$ cat config.mk
export PLATFORM = sky130hd
export DESIGN_NAME = modem_ctl_top
export DESIGN_NICKNAME = d
export VERILOG_FILES = /design/src/rtl/modem_pkg.sv /design/src/rtl/modem_sync.sv /design/src/rtl/modem_mcr.sv /design/src/rtl/modem_msr.sv /design/src/rtl/modem_irq_fsm.sv /design/src/rtl/modem_ctl_top.sv
export SDC_FILE = /design/constraint.sdc
export NUM_CORES = 1
export LEC_CHECK = 0
export ABC_AREA = 1
export BUFFER_PORTS_ARGS = -buffer_cell sky130_fd_sc_hd__buf_2
export CAP_MARGIN = 30
export CELL_PAD_IN_SITES_DETAIL_PLACEMENT = 0
export CELL_PAD_IN_SITES_GLOBAL_PLACEMENT = 1
export CORE_ASPECT_RATIO = 0.75
export CORE_UTILIZATION = 35
export DETAILED_ROUTE_END_ITERATION = 10
export PLACE_DENSITY_LB_ADDON = 0.1
export SLEW_MARGIN = 20
export SYNTH_ARGS = -nofsm -noshare
export SYNTH_HDL_FRONTEND = slang
export SYNTH_SLANG_ARGS = --single-unit
export TNS_END_PERCENT = 10
$ cat constraint.sdc
create_clock -name clk -period 1.6 [get_ports clk]
set_clock_uncertainty 0.2 [all_clocks]
set_input_delay 0.32 -clock clk [delete_from_list [all_inputs] [get_ports clk]]
set_output_delay 0.32 -clock clk [all_outputs]
set_load 0.01 [all_outputs]
$ cat src/rtl/modem_pkg.sv
`timescale 1ns/1ps
package modem_pkg;
    // number of handshake lines on each side
    localparam int LINES = 4;
    localparam int REG_W = 8;

    // status-side line index: also the flag bit, and level bit = index + LINES
    localparam int LN_CTS = 0;
    localparam int LN_DSR = 1;
    localparam int LN_RI  = 2;
    localparam int LN_DCD = 3;

    // control register bit positions
    localparam int MC_DTR  = 0;
    localparam int MC_RTS  = 1;
    localparam int MC_OUT1 = 2;
    localparam int MC_OUT2 = 3;
    localparam int MC_LOOP = 4;
    localparam int MC_W    = MC_LOOP + 1;

    typedef enum logic {
        SEL_CTL = 1'b0,
        SEL_STAT = 1'b1
    } reg_sel_e;

    typedef enum logic {
        MODE_NORMAL = 1'b0,
        MODE_LOOP = 1'b1
    } mode_e;

    typedef enum logic {
        ST_IDLE = 1'b0,
        ST_PEND = 1'b1
    } irq_st_e;
endpackage

$ cat src/rtl/modem_sync.sv
`timescale 1ns/1ps
module modem_sync #(
    parameter int W = 4,
    parameter int STAGES = 2,
    parameter logic RST_VAL = 1'b1
) (
    input  logic         clk,
    input  logic         rst_n,
    input  logic [W-1:0] din,
    output logic [W-1:0] dout
);
    localparam int LAST = STAGES - 1;

    for (genvar g = 0; g < W; g++) begin : g_line
        logic [STAGES-1:0] chain_q;

        always_ff @(posedge clk or negedge rst_n) begin
            if (!rst_n) begin
                chain_q <= {STAGES{RST_VAL}};
            end else begin
                chain_q <= {chain_q[STAGES-2:0], din[g]};
            end
        end

        assign dout[g] = chain_q[LAST];
    end
endmodule

$ cat src/rtl/modem_mcr.sv
`timescale 1ns/1ps
module modem_mcr
    import modem_pkg::*;
(
    input  logic             clk,
    input  logic             rst_n,
    input  logic             wr_en,
    input  logic [MC_W-1:0]  wr_data,
    output logic [LINES-1:0] ctl_q,
    output logic             loop_on,
    output logic [LINES-1:0] pins_n
);
    mode_e mode_q, mode_nxt;

    // handshake output bits
    always_ff @(posedge clk or negedge rst_n) begin
        if (!rst_n) begin
            ctl_q <= '0;
        end else if (wr_en) begin
            ctl_q <= wr_data[LINES-1:0];
        end
    end

    // mode state register
    always_ff @(posedge clk or negedge rst_n) begin
        if (!rst_n) begin
            mode_q <= MODE_NORMAL;
        end else begin
            mode_q <= mode_nxt;
        end
    end

    // mode transitions: enter_loop / leave_loop
    always_comb begin
        mode_nxt = mode_q;
        unique case (mode_q)
            MODE_NORMAL: if (wr_en && wr_data[MC_LOOP]) mode_nxt = MODE_LOOP;
            MODE_LOOP:   if (wr_en && !wr_data[MC_LOOP]) mode_nxt = MODE_NORMAL;
        endcase
    end

    // outputs per state
    always_comb begin
        unique case (mode_q)
            MODE_NORMAL: begin
                loop_on = 1'b0;
                pins_n  = ~ctl_q;
            end
            MODE_LOOP: begin
                loop_on = 1'b1;
                pins_n  = '1;
            end
        endcase
    end

    AST_LOOP_PINS_HIGH: assert property (@(posedge clk) disable iff (!rst_n)
        (wr_en && wr_data[MC_LOOP]) |=> (pins_n == '1));

    AST_WRITE_DRIVES_PINS: assert property (@(posedge clk) disable iff (!rst_n)
        (wr_en && !wr_data[MC_LOOP]) |=> (pins_n == ~$past(wr_data[LINES-1:0])));
endmodule

$ cat src/rtl/modem_msr.sv
`timescale 1ns/1ps
module modem_msr
    import modem_pkg::*;
(
    input  logic             clk,
    input  logic             rst_n,
    input  logic [LINES-1:0] ext_lvl,
    input  logic             loop_on,
    input  logic [LINES-1:0] ctl_q,
    input  logic             rd_clr,
    output logic [REG_W-1:0] msr,
    output logic [LINES-1:0] set_vec
);
    logic [LINES-1:0] lvl_now;
    logic [LINES-1:0] lvl_q;
    logic [LINES-1:0] delta_q;

    // level source: internal loop or synchronized pins
    always_comb begin
        if (loop_on) begin
            lvl_now[LN_CTS] = ctl_q[MC_RTS];
            lvl_now[LN_DSR] = ctl_q[MC_DTR];
            lvl_now[LN_RI]  = ctl_q[MC_OUT1];
            lvl_now[LN_DCD] = ctl_q[MC_OUT2];
        end else begin
            lvl_now = ext_lvl;
        end
    end

    // change detection; ring indicator only on its trailing edge
    always_comb begin
        set_vec = lvl_now ^ lvl_q;
        set_vec[LN_RI] = lvl_q[LN_RI] & ~lvl_now[LN_RI];
    end

    always_ff @(posedge clk or negedge rst_n) begin
        if (!rst_n) begin
            lvl_q   <= '0;
            delta_q <= '0;
        end else begin
            lvl_q   <= lvl_now;
            delta_q <= (rd_clr ? '0 : delta_q) | set_vec;
        end
    end

    assign msr = {lvl_now, delta_q};

    AST_SET_BEATS_CLEAR: assert property (@(posedge clk) disable iff (!rst_n)
        (|set_vec) |=> ((delta_q & $past(set_vec)) == $past(set_vec)));

    AST_READ_CLEARS_FLAGS: assert property (@(posedge clk) disable iff (!rst_n)
        (rd_clr && set_vec == '0) |=> (delta_q == '0));

    AST_RI_LEAD_IGNORED: assert property (@(posedge clk) disable iff (!rst_n)
        (rd_clr && !lvl_q[LN_RI]) |=> !delta_q[LN_RI]);
endmodule

$ cat src/rtl/modem_irq_fsm.sv
`timescale 1ns/1ps
module modem_irq_fsm
    import modem_pkg::*;
(
    input  logic             clk,
    input  logic             rst_n,
    input  logic [LINES-1:0] set_vec,
    input  logic             auto_cts,
    input  logic             msi_en,
    input  logic             rd_clr,
    output logic             irq
);
    irq_st_e st_q, st_nxt;
    logic [LINES-1:0] elig_mask;
    logic evt;

    // clear-to-send excluded from requests in flow-control mode
    always_comb begin
        elig_mask = '1;
        elig_mask[LN_CTS] = ~auto_cts;
        evt = |(set_vec & elig_mask);
    end

    always_ff @(posedge clk or negedge rst_n) begin
        if (!rst_n) begin
            st_q <= ST_IDLE;
        end else begin
            st_q <= st_nxt;
        end
    end

    // raise / service / hold
    always_comb begin
        st_nxt = st_q;
        unique case (st_q)
            ST_IDLE: if (evt) st_nxt = ST_PEND;
            ST_PEND: if (rd_clr && !evt) st_nxt = ST_IDLE;
        endcase
    end

    always_comb begin
        unique case (st_q)
            ST_IDLE: irq = 1'b0;
            ST_PEND: irq = msi_en;
        endcase
    end

    AST_SERVICE_DROPS_IRQ: assert property (@(posedge clk) disable iff (!rst_n)
        (rd_clr && !evt) |=> !irq);

    AST_EVENT_RAISES: assert property (@(posedge clk) disable iff (!rst_n)
        (evt && msi_en) |=> (st_q == ST_PEND));

    AST_AUTOCTS_NO_PEND: assert property (@(posedge clk) disable iff (!rst_n)
        (st_q == ST_IDLE && auto_cts && set_vec == 4'b0001) |=> (st_q == ST_IDLE));
endmodule

$ cat src/rtl/modem_ctl_top.sv
`timescale 1ns/1ps
module modem_ctl_top
    import modem_pkg::*;
(
    input  logic       clk,
    input  logic       rst_n,
    input  logic       reg_wr,
    input  logic       reg_rd,
    input  logic       reg_sel,
    input  logic [7:0] wr_data,
    output logic [7:0] rd_data,
    input  logic       cts_n,
    input  logic       dsr_n,
    input  logic       ri_n,
    input  logic       dcd_n,
    output logic       dtr_n,
    output logic       rts_n,
    output logic       out1_n,
    output logic       out2_n,
    input  logic       auto_cts_en,
    input  logic       msi_en,
    output logic       msi_irq
);
    logic [LINES-1:0] pins_in_n;
    logic [LINES-1:0] pins_sync_n;
    logic [LINES-1:0] ctl_q;
    logic [LINES-1:0] pins_out_n;
    logic [LINES-1:0] set_vec;
    logic [REG_W-1:0] msr;
    logic             loop_on;
    logic             ctl_wr;
    logic             rd_clr;
    logic             unused_wr_hi;

    assign unused_wr_hi = ^wr_data[REG_W-1:MC_W];

    assign pins_in_n[LN_CTS] = cts_n;
    assign pins_in_n[LN_DSR] = dsr_n;
    assign pins_in_n[LN_RI]  = ri_n;
    assign pins_in_n[LN_DCD] = dcd_n;

    assign ctl_wr = reg_wr && (reg_sel == SEL_CTL);
    assign rd_clr = reg_rd && (reg_sel == SEL_STAT);

    modem_sync #(.W(LINES), .STAGES(2), .RST_VAL(1'b1)) u_sync (
        .clk   (clk),
        .rst_n (rst_n),
        .din   (pins_in_n),
        .dout  (pins_sync_n)
    );

    modem_mcr u_mcr (
        .clk     (clk),
        .rst_n   (rst_n),
        .wr_en   (ctl_wr),
        .wr_data (wr_data[MC_W-1:0]),
        .ctl_q   (ctl_q),
        .loop_on (loop_on),
        .pins_n  (pins_out_n)
    );

    modem_msr u_msr (
        .clk     (clk),
        .rst_n   (rst_n),
        .ext_lvl (~pins_sync_n),
        .loop_on (loop_on),
        .ctl_q   (ctl_q),
        .rd_clr  (rd_clr),
        .msr     (msr),
        .set_vec (set_vec)
    );

    modem_irq_fsm u_irq (
        .clk      (clk),
        .rst_n    (rst_n),
        .set_vec  (set_vec),
        .auto_cts (auto_cts_en),
        .msi_en   (msi_en),
        .rd_clr   (rd_clr),
        .irq      (msi_irq)
    );

    assign dtr_n  = pins_out_n[MC_DTR];
    assign rts_n  = pins_out_n[MC_RTS];
    assign out1_n = pins_out_n[MC_OUT1];
    assign out2_n = pins_out_n[MC_OUT2];

    always_comb begin
        unique case (reg_sel_e'(reg_sel))
            SEL_CTL:  rd_data = {{(REG_W-MC_W){1'b0}}, loop_on, ctl_q};
            SEL_STAT: rd_data = msr;
        endcase
    end

    AST_IRQ_NEEDS_ENABLE: assert property (@(posedge clk) disable iff (!rst_n)
        !msi_en |-> !msi_irq);

    AST_LOOP_IGNORES_PINS: assert property (@(posedge clk) disable iff (!rst_n)
        (loop_on && $past(loop_on) && $stable(ctl_q)) |-> (set_vec == '0));
endmodule

After elaboration in Yosys (flattened, before gate mapping)
Cells that the tools add are included.

storage, ports and cells
  flip-flop bits (word level) = 22
  input bits = 19
  output and inout port bits = 13

operators by class
  multiplexer cells = 12
  bitwise logic cells = 11
  reduce and logical (&&, ||, !) cells = 8

operators with widths
  cell               number
  $pmux 8 s2         1
  $mux 4             2
  $not 4->4          2
  $pmux 1 s2         4
  $pmux 4 s2         1
  $logic_and 1x1->1  5
  $not 1->1          5
  $and 4x4->4        1
  $mux 1             4
  $or 4x4->4         1
  $reduce_or 4->1    1
  $xor 4x4->4        1
  $logic_not 1->1    2
  $and 1x1->1        1

Longest topological paths before layout
  depth after elaboration = 11
  mapped depth = 6

By module
A second synthesis with hierarchy kept.

second synthesis, totals
  cell total of the unflattened synthesis = 138
  area, all modules = 1091.0 um2

by module, submodules not included
  module         times used  cells each  area an instance (um2)  seq. area each (um2)
  modem_msr      1           57          452.9                   200.2
  modem_sync     1           12          240.2                   210.2
  modem_mcr      1           26          203.9                   125.1
  modem_ctl_top  1           31          123.9                   0.0
  modem_irq_fsm  1           12          70.1                    25.0

Worst setup path after synthesis
No wires, ideal clock.

  path type = reg-to-output
  from = register (tool-made name)
  to = output rd_data[6]
  arrival time = 0.901 ns
  setup slack = 0.179 ns
  stages on the path, launching flop included = 4
  buffers on the path = 0
  path through = dfrtp_1 -> inv_2 -> nand2_2 -> a21oi_1

RTL lines
  item       RTL line             source
  to (decl)  modem_ctl_top.sv:11  output logic [7:0] rd_data,

==> results.txt <==
Fin. Hold Viols: 0
Setup-failing EPs final: 8
initial core utilization: 0.391
Hold Path Stages: 2
worst slack, placed: 0.0431 ns
fillers: 242
post-synthesis sequential area ratio: 0.588
final worst path period need: 1.80 ns
Worst Tran Pin Value: 0.473 ns
Max Freq: 555 MHz
vias in the first global route: 675
worst skew pair latency: 0.31 ns
failing checks: setup timing
DR vias: 767
Multi-input gate area: 352 sq um
post-layout util: 0.526
crit-path most repeated cell: nand2_4
Post-Syn Area: 953 sq um
GR Util All Layers: 0.149
total power: 1.32 mW
largest net degree at the start of global routing: 23
Avg WL per Cell: 10.5 microns
Crit. End Element: output pin
first-pass GRT wire length: 3160 microns
Ports: 32
Slew Limit Headroom: 0.685
initial antenna violation count: 0
fin nets: 163
Worst Setup Path Type: reg -> out
Inserted Clock Buffers: 3
hold slack: 0.0197 ns
synth unique cells: 17
clk buf depth: 2
Final GP Congestion: 0.747
# rows: 15
Clock transition at path regs: 0.12 ns
mean cell area of the mapped netlist: 9.44 sq um
CP max stage delay: 0.48 ns
peak supply drop: 0.000640 V
reg2reg path depth: 7
WL final: 1860 microns
register area: 562 sq um
status: complete, but fails checks
Die Ht: 47.2 microns
clk sink count: 22
pwr dens: 1030 nW/um^2
DRC viols: 0
MaxCap Viol Count: 0
most frequent cells in the layout: nand2_1 (38), buf_2 (28), dfrtp_1 (13)
# diodes: 0
CTS tree: yes
#FFs+latches synth: 22
Pins Over Slew Limit: 0
CP max stage cell: dfrtp_2
1st-iter DRT viols: 19
RSZ-0062 raised after global routing: yes
CTS root buffer: clkbuf_4
leak pwr: 0.671 nW
area grow syn2layout: 34.6%
total global routing overflow: 0
layout cell share with drive strength beyond 1: 0.441
required time of the critical path: 1.08 ns
first-pass iteration count of the detailed router: 4
die width: 62.3 microns
CP Data Arrival Time: 1.28 ns
final worst setup slack: -0.201 ns
Cells after Synth: 101
crit-path max FO: 7
Final ANT Viol Nets: 0
port bufs: 28
Synthesis Warnings: 0
Setup Total Neg Slack: -1.40 ns
Critical Path Start Type: register
Die Footprint: 2940 sq um
critical path cell sequence: clkinv_4 > nand2_4 > nand2_4 > nand2_1 > o21ai_1 > buf_2
most common cell after layout, fill and taps aside: nand2_1
DR vias/cell: 4.33
Post-Syn Nets: 120
core area: 2440 sq um
Hold Crit Class: in -> reg
H-tree Lvls: 1
DP Wirelength: 1400 microns
post-route clock period utilization: 1.13
layout make-up:
cell class | count | area share
clock buffers | 4 | 0.0283
inverters | 12 | 0.0400
multi-input cells | 66 | 0.274
flip-flops and latches | 22 | 0.438
well taps | 34 | 0.0331
repair buffers | 39 | 0.187
worst paths after layout:
kind                                        startpoint                          end  slack [ns]
setup / recovery                              register                   rd_data[4]       -0.20
hold reg to reg            u_sync.g_line[3].chain_q[0]  u_sync.g_line[3].chain_q[1]        0.16
min in group asynchronous                        rst_n               u_mcr.ctl_q[2]        0.28
setup reg to reg                              register                   u_irq.st_q        0.19
hold / removal                              wr_data[1]               u_mcr.ctl_q[1]        0.02
max in group asynchronous                        rst_n  u_sync.g_line[2].chain_q[1]        0.57
cell families after synthesis:
kind of cell           share of synthesized area
and+or+nand+nor                            0.282
DFF                                        0.588
AOI/OAI and AO/OA                         0.0407
buffers and inverters                     0.0538
muxes                                     0.0354
Yosys cell counts, drive strengths merged:
cell type | count | share of area
clkinv | 1 | 0.0052
inv | 11 | 0.043
a21oi | 4 | 0.021
buf | 1 | 0.0052
o21ai | 3 | 0.020
nand3 | 7 | 0.058
nand2 | 45 | 0.21
dfstp | 8 | 0.22
nor2 | 4 | 0.016
dfrtp | 14 | 0.37
mux2 | 3 | 0.035
registers in the layout, indices dropped and copies added, names as in the netlist, named ones only:
register and cells:
u_irq.st_q 1, u_msr.lvl_q 4, u_msr.delta_q 4, u_sync.g_line.chain_q 8, u_mcr.ctl_q 4
worst max-delay path, delay by kind of cell, from the launching register on:
family | cells | cell delay [ns]
flops | 1 | 0.48
simple gates | 3 | 0.17
buf+inv | 2 | 0.27
compound gates | 1 | 0.05
where the power goes:
part           switching (mW)  internal (mW)  total (mW)
clock network           0.163          0.139       0.302
registers              0.0530          0.634       0.687
logic                   0.184          0.144       0.328
metal layers:
metal,GRT usage,vias to the layer above,share of wire
met5,0,-,0
met4,0.0419,0,0.0043
met3,0.0534,2,0.060
met2,0.246,21,0.44
met1,0.192,346,0.49
li1,-,398,-
metrics by stage:
stage | area (sq um) | cells
2_1_floorplan | 953 | 101
3_3_place_gp | 1160 | 166
3_5_place_dp | 1160 | 166
4_1_cts | 1250 | 175
5_1_grt | 1280 | 177
6_report | 1280 | 177
what timing repair did:
item | CTS | global route
setup endpoints to repair | 9 | 11
hold buffers | 5 | 2
gates resized for setup | 3 | 5
pin swaps | 1 | 2
hold endpoints to repair | 18 | 2
setup buffers | 0 | 0
Note: power is estimated with default switching activity, not from simulation.
